--- src/rtl/alert_pkg.sv ---
package alert_pkg;
    localparam int NCAUSE = 4;

    typedef enum int unsigned {
        CAUSE_CHG  = 0,
        CAUSE_DSG  = 1,
        CAUSE_VOLT = 2,
        CAUSE_PWR  = 3
    } cause_e;

    typedef enum logic [1:0] {
        ST_IDLE  = 2'd0,
        ST_COUNT = 2'd1,
        ST_FLAG  = 2'd2
    } cause_state_e;
endpackage

--- src/rtl/alert_cmp.sv ---
module alert_cmp #(
    parameter int DW = 16,
    localparam int MW = DW + 1
) (
    input  logic [MW-1:0] mag,
    input  logic [DW-1:0] lim,
    input  logic [DW-1:0] hyst,
    output logic          viol,
    output logic          rel
);
    logic [MW:0] mag_x;
    logic [MW:0] lim_x;
    logic [MW:0] sum_x;

    always_comb begin
        mag_x = {1'b0, mag};
        lim_x = {2'b00, lim};
        sum_x = mag_x + {2'b00, hyst};
        viol  = mag_x > lim_x;
        rel   = sum_x < lim_x;
    end
endmodule

--- src/rtl/alert_cause_fsm.sv ---
module alert_cause_fsm
    import alert_pkg::*;
#(
    parameter int CNTW = 4
) (
    input  logic            clk,
    input  logic            rst_n,
    input  logic            smp_valid,
    input  logic            viol,
    input  logic            rel,
    input  logic            latch_mode,
    input  logic            host_clr,
    input  logic [CNTW-1:0] debounce,
    output logic            flag
);
    cause_state_e    state_q, state_d;
    logic [CNTW-1:0] cnt_q, cnt_d;
    logic            last_viol_q;

    always_ff @(posedge clk or negedge rst_n) begin
        if (!rst_n) begin
            state_q     <= ST_IDLE;
            cnt_q       <= '0;
            last_viol_q <= 1'b0;
        end else begin
            state_q <= state_d;
            cnt_q   <= cnt_d;
            if (smp_valid) begin
                last_viol_q <= viol;
            end
        end
    end

    always_comb begin
        state_d = state_q;
        cnt_d   = cnt_q;
        unique case (state_q)
            ST_IDLE: begin
                if (smp_valid && viol) begin
                    if (debounce == '0) begin
                        state_d = ST_FLAG;
                        cnt_d   = '0;
                    end else begin
                        state_d = ST_COUNT;
                        cnt_d   = CNTW'(1);
                    end
                end
            end
            ST_COUNT: begin
                if (smp_valid) begin
                    if (!viol) begin
                        state_d = ST_IDLE;
                        cnt_d   = '0;
                    end else if (cnt_q >= debounce) begin
                        state_d = ST_FLAG;
                        cnt_d   = '0;
                    end else begin
                        cnt_d = cnt_q + CNTW'(1);
                    end
                end
            end
            ST_FLAG: begin
                if (smp_valid) begin
                    if (!latch_mode && rel) begin
                        state_d = ST_IDLE;
                    end
                end else if (host_clr && latch_mode && !last_viol_q) begin
                    state_d = ST_IDLE;
                end
            end
            default: begin
                state_d = ST_IDLE;
                cnt_d   = '0;
            end
        endcase
    end

    always_comb begin
        flag = (state_q == ST_FLAG);
    end
endmodule

--- src/rtl/alert_engine.sv ---
module alert_engine
    import alert_pkg::*;
#(
    parameter int DW   = 16,
    parameter int CNTW = 4
) (
    input  logic                 clk,
    input  logic                 rst_n,
    input  logic                 smp_valid,
    input  logic signed [DW-1:0] cur_avg,
    input  logic        [DW-1:0] volt_avg,
    input  logic        [DW-1:0] pwr_avg,
    input  logic        [DW-1:0] lim_chg,
    input  logic        [DW-1:0] lim_dsg,
    input  logic        [DW-1:0] lim_volt,
    input  logic        [DW-1:0] lim_pwr,
    input  logic        [DW-1:0] hyst_cur,
    input  logic        [DW-1:0] hyst_volt,
    input  logic        [DW-1:0] hyst_pwr,
    input  logic      [CNTW-1:0] debounce,
    input  logic                 latch_mode,
    input  logic    [NCAUSE-1:0] mask,
    input  logic                 host_clr,
    output logic    [NCAUSE-1:0] status,
    output logic                 alert_n
);
    localparam int MW = DW + 1;

    logic signed [DW:0] cur_x;
    logic signed [DW:0] cur_neg;
    logic [MW-1:0]      mag  [NCAUSE];
    logic [DW-1:0]      lim  [NCAUSE];
    logic [DW-1:0]      hyst [NCAUSE];
    logic [NCAUSE-1:0]  viol;
    logic [NCAUSE-1:0]  rel;

    always_comb begin
        cur_x   = {cur_avg[DW-1], cur_avg};
        cur_neg = -cur_x;
        mag[CAUSE_CHG]   = cur_x[DW] ? '0 : $unsigned(cur_x);
        mag[CAUSE_DSG]   = cur_x[DW] ? $unsigned(cur_neg) : '0;
        mag[CAUSE_VOLT]  = {1'b0, volt_avg};
        mag[CAUSE_PWR]   = {1'b0, pwr_avg};
        lim[CAUSE_CHG]   = lim_chg;
        lim[CAUSE_DSG]   = lim_dsg;
        lim[CAUSE_VOLT]  = lim_volt;
        lim[CAUSE_PWR]   = lim_pwr;
        hyst[CAUSE_CHG]  = hyst_cur;
        hyst[CAUSE_DSG]  = hyst_cur;
        hyst[CAUSE_VOLT] = hyst_volt;
        hyst[CAUSE_PWR]  = hyst_pwr;
    end

    for (genvar g = 0; g < NCAUSE; g++) begin : g_cause
        alert_cmp #(.DW(DW)) u_cmp (
            .mag  (mag[g]),
            .lim  (lim[g]),
            .hyst (hyst[g]),
            .viol (viol[g]),
            .rel  (rel[g])
        );

        alert_cause_fsm #(.CNTW(CNTW)) u_fsm (
            .clk        (clk),
            .rst_n      (rst_n),
            .smp_valid  (smp_valid),
            .viol       (viol[g]),
            .rel        (rel[g]),
            .latch_mode (latch_mode),
            .host_clr   (host_clr),
            .debounce   (debounce),
            .flag       (status[g])
        );
    end

    assign alert_n = ~|(status & ~mask);
endmodule

--- config.mk ---
export PLATFORM = sky130hd
export DESIGN_NAME = alert_engine
export DESIGN_NICKNAME = d
export VERILOG_FILES = /design/src/rtl/alert_pkg.sv /design/src/rtl/alert_cmp.sv /design/src/rtl/alert_cause_fsm.sv /design/src/rtl/alert_engine.sv
export SDC_FILE = /design/constraint.sdc
export NUM_CORES = 1
export LEC_CHECK = 0
export BUFFER_PORTS_ARGS = -buffer_cell sky130_fd_sc_hd__buf_2
export CORE_ASPECT_RATIO = 1.4
export CORE_UTILIZATION = 40
export CTS_CLUSTER_DIAMETER = 120
export CTS_CLUSTER_SIZE = 20
export DETAILED_ROUTE_END_ITERATION = 8
export PLACE_DENSITY_LB_ADDON = 0.08
export SYNTH_ARGS = -nofsm -noshare
export SYNTH_HDL_FRONTEND = slang
export SYNTH_HIERARCHICAL = 1
export SYNTH_SLANG_ARGS = --single-unit
--- constraint.sdc ---
create_clock -name clk -period 3.4 [get_ports clk]
set_input_delay 0.68 -clock clk [delete_from_list [all_inputs] [get_ports clk]]
set_output_delay 0.68 -clock clk [all_outputs]
set_load 0.02 [all_outputs]
==> impl_metrics.json <==
{
  "status": "finished, violations left",
  "violations": "setup timing",
  "fmax_ghz": 0.219,
  "drive_above_1_share_pct": 38.2,
  "hold_violations": 0,
  "drv_slew": 0,
  "hp-class": "input pin to asynchronous set/reset pin",
  "insertion_delay_ns": 0.27,
  "crit_buf_inv": 2,
  "postCtsHoldBufs": 0,
  "hold_ws_ns": 0.444,
  "synth_common_cells": "209 x ha_1, 110 x inv_1, 96 x a21oi_1",
  "crit_chain": "buf_8, or4_4, or4_4, mux2i_4, ha_4, and3_4, o211ai_1, a21oi_2, nor2_1, buf_4, xnor2_1, ha_1, a21oi_1, a21oi_1, o21ai_0, o211ai_1, nor4_1, a31oi_1, a22o_1",
  "ys_ff_latch": 28,
  "dr_wl_met2_um": 14700,
  "core_area_um2": 21100,
  "crit_path_end_kind": "flop",
  "start_kind": "input pin",
  "ioPinCount": 178,
  "worstMarginPinSlew_ns": 0.779,
  "fillers": 1993,
  "yosysMostFrequentCell": "ha_1",
  "top_layer": "met5",
  "final_nets": 1949,
  "grt_pass1_vias": 9632,
  "routed_wirelength_um": 27000,
  "fin_crit_sh_pct": 134,
  "num_rows": 63,
  "h-tree-depth": 1,
  "place_inst": 1793,
  "dpl.hpwl_um": 23100,
  "cts_sinks": 28,
  "arrival_ns": 4.72,
  "syn_inst": 1099,
  "n_antenna_cell": 0,
  "fin_ws_ns": -1.16,
  "dr_total_vias": 9787,
  "critPathMaxFanout": 4,
  "port_buffers": 177,
  "vdd_drop_max_mv": 0.225,
  "synth.top_cell.area_share_pct": 30.4,
  "yosys_warnings": 6,
  "grt_usage_pct": 23.9,
  "postSynthAreaPerCell_um2": 7.83,
  "stdcell_count": 1822,
  "power_density_nw_per_um2": 263,
  "slowest_delay_ns": 0.55,
  "netlist_area_um2": 8610,
  "synthFlopType": "dfrtp_1",
  "rsz0062_at_grt": "true",
  "grt_max_degree": 41,
  "detail-route-antenna-nets": 0,
  "firstDrtPassIters": 4,
  "dr_wl_met3_um": 840,
  "wl_met1_um": 10500,
  "grt_pass1_wl_um": 43500,
  "synth_edf_count": 0,
  "setup_viol": 10,
  "skew_ns": 0.00292,
  "first_iter_violations": 357,
  "p_leak_uw": 0.00666,
  "crit_required_ns": 3.56,
  "slowest_stage": "or4_4",
  "fin_area_um2": 12800,
  "synthToLayoutAreaGrowth_pct": 48.5,
  "die_h_um": 176,
  "critPathTopFamily": "simple AND/OR/NAND/NOR gates",
  "via_per_inst": 5.37,
  "yosysSeqAreaShare_pct": 8.14,
  "synth_cell_types": 74,
  "numCtsBuffers": 3,
  "critical_path_class": "input pin to flop",
  "synthTopCellsByArea": "ha_1 30%, dfrtp_1 8.1%, a21oi_1 5.6%, inv_1 4.8%, a21o_1 4.3%",
  "place_congestion": 0.916,
  "r2r_start": "g_cause[1].u_fsm/cnt_q[0]$_DFFE_PN0P_",
  "fp.dieW_um": 126,
  "cts_tree": "yes",
  "clk_pin_slew_worst_paths_ns": 0.08,
  "synth_area_leader_cell": "ha_1",
  "finalCriticalPeriod_ns": 4.56,
  "drv_cap": 0,
  "slew_headroom_pct": 48.0,
  "dieArea_um2": 22100,
  "antenna_found_initial": 1,
  "cts_max_path_buffers": 2,
  "dpl_cell_area_um2": 11900,
  "drt_drc_violations_left": 0,
  "async_reset_ff_share_pct": 100,
  "start_util_pct": 40.7,
  "clock-root-buffer": "clkbuf_16",
  "wire_per_inst_um": 14.8,
  "crit_start": "cur_avg[1]",
  "gr-total-overflow": 0
}
## report_power, final
group / internal (µW) / total [µW] / switching, µW
clock network: 235 / 359 / 124
registers: 422 / 548 / 126
logic: 1240 / 2450 / 1220
total: 1900 / 3360 / 1470
## kinds of logic (layout without fill, tap and decap cells)
group	count (synthesis)	in the layout	synth area share [%]
compound gates	355	355	28.7
xor+xnor	48	48	4.89
fa+ha+maj	213	213	31.3
buf+inv	127	565	5.63
flops	28	28	8.14
mux	11	11	1.34
other cells	1	26	0.0436
simple gates	316	316	19.9
## state kept, by name (all words and copies together), names as in the netlist
| register | count |
|---|---|
| g_cause.u_fsm/last_viol_q | 4 |
| g_cause.u_fsm/cnt_q | 16 |
| g_cause.u_fsm/state_q | 8 |
## metal layers
| layer | track usage, % | vias up |
|---|---|---|
| met5 | 0 | - |
| met4 | 7.58 | 2 |
| met3 | 1.74 | 49 |
| met2 | 48.9 | 204 |
| met1 | 25.3 | 4489 |
| li1 | - | 5043 |
## repair_timing
action | in CTS | in global routing
gates cloned | 1 | 0
setup buffers | 13 | 13
pin swaps | 42 | 59
endpoints found under the setup margin | 12 | 15
gates resized for setup | 66 | 62
## final timing paths
| path | endpoint | slack [ns] | depth (start not counted) |
|---|---|---|---|
| min | g_cause[0].u_fsm/cnt_q[0]$_DFFE_PN0P_ | 0.44 | 1 |
| max in group asynchronous | g_cause[2].u_fsm/cnt_q[1]$_DFFE_PN0P_ | 2.53 | 1 |
| max reg2reg | g_cause[1].u_fsm/state_q[1]$_DFFE_PN0P_ | 1.56 | 6 |
| min in group clk | g_cause[2].u_fsm/last_viol_q$_DFFE_PN0P_ | 0.52 | 1 |
| min reg2reg | g_cause[2].u_fsm/last_viol_q$_DFFE_PN0P_ | 0.52 | 1 |
| max | g_cause[1].u_fsm/state_q[1]$_DFFE_PN0P_ | -1.16 | 19 |
## metrics by stage
step | power (µW) | utilization [%] | TNS (ns) | setup WS (ns)
3_5_place_dp | 2800 | 56.1 | -9.60 | -1.55
3_3_place_gp | 2770 | 56.1 | -9.66 | -1.45
5_1_grt | 3680 | 60.5 | -7.85 | -1.46
6_report | 3360 | 60.5 | -6.06 | -1.16
2_1_floorplan | 1930 | - | -3.58 | -1.24
4_1_cts | 3250 | 58.7 | -4.67 | -1.22
## layout by cell type, fill, tap and decap left out, drive strengths merged, types with 7 or more instances in the layout
master,instances
o21ai,66
o211ai,18
nand4,14
a2111oi,8
and3,16
nor2b,21
o21bai,9
buf,451
o21a,14
inv,110
or4,7
nand2b,16
or2,9
o2111ai,13
conb,26
a21oi,98
nor2,62
mux2i,7
xnor2,31
ha,209
a31oi,10
nor4,14
nand2,67
a21o,49
dfrtp,28
o22ai,8
xor2,17
nor3,20
a211oi,19
nand3,29
## layout make-up
class	count	area, µm²	share of cell area [%]
multi-input cells	969	8140	63.7
repair buffers	451	3090	24.2
flip-flops and latches	28	701	5.48
inverters	110	425	3.33
well taps	260	325	2.55
clock buffers	3	75.1	0.587
clock inverters	1	30.0	0.235
(Power assumes the default switching activity.)
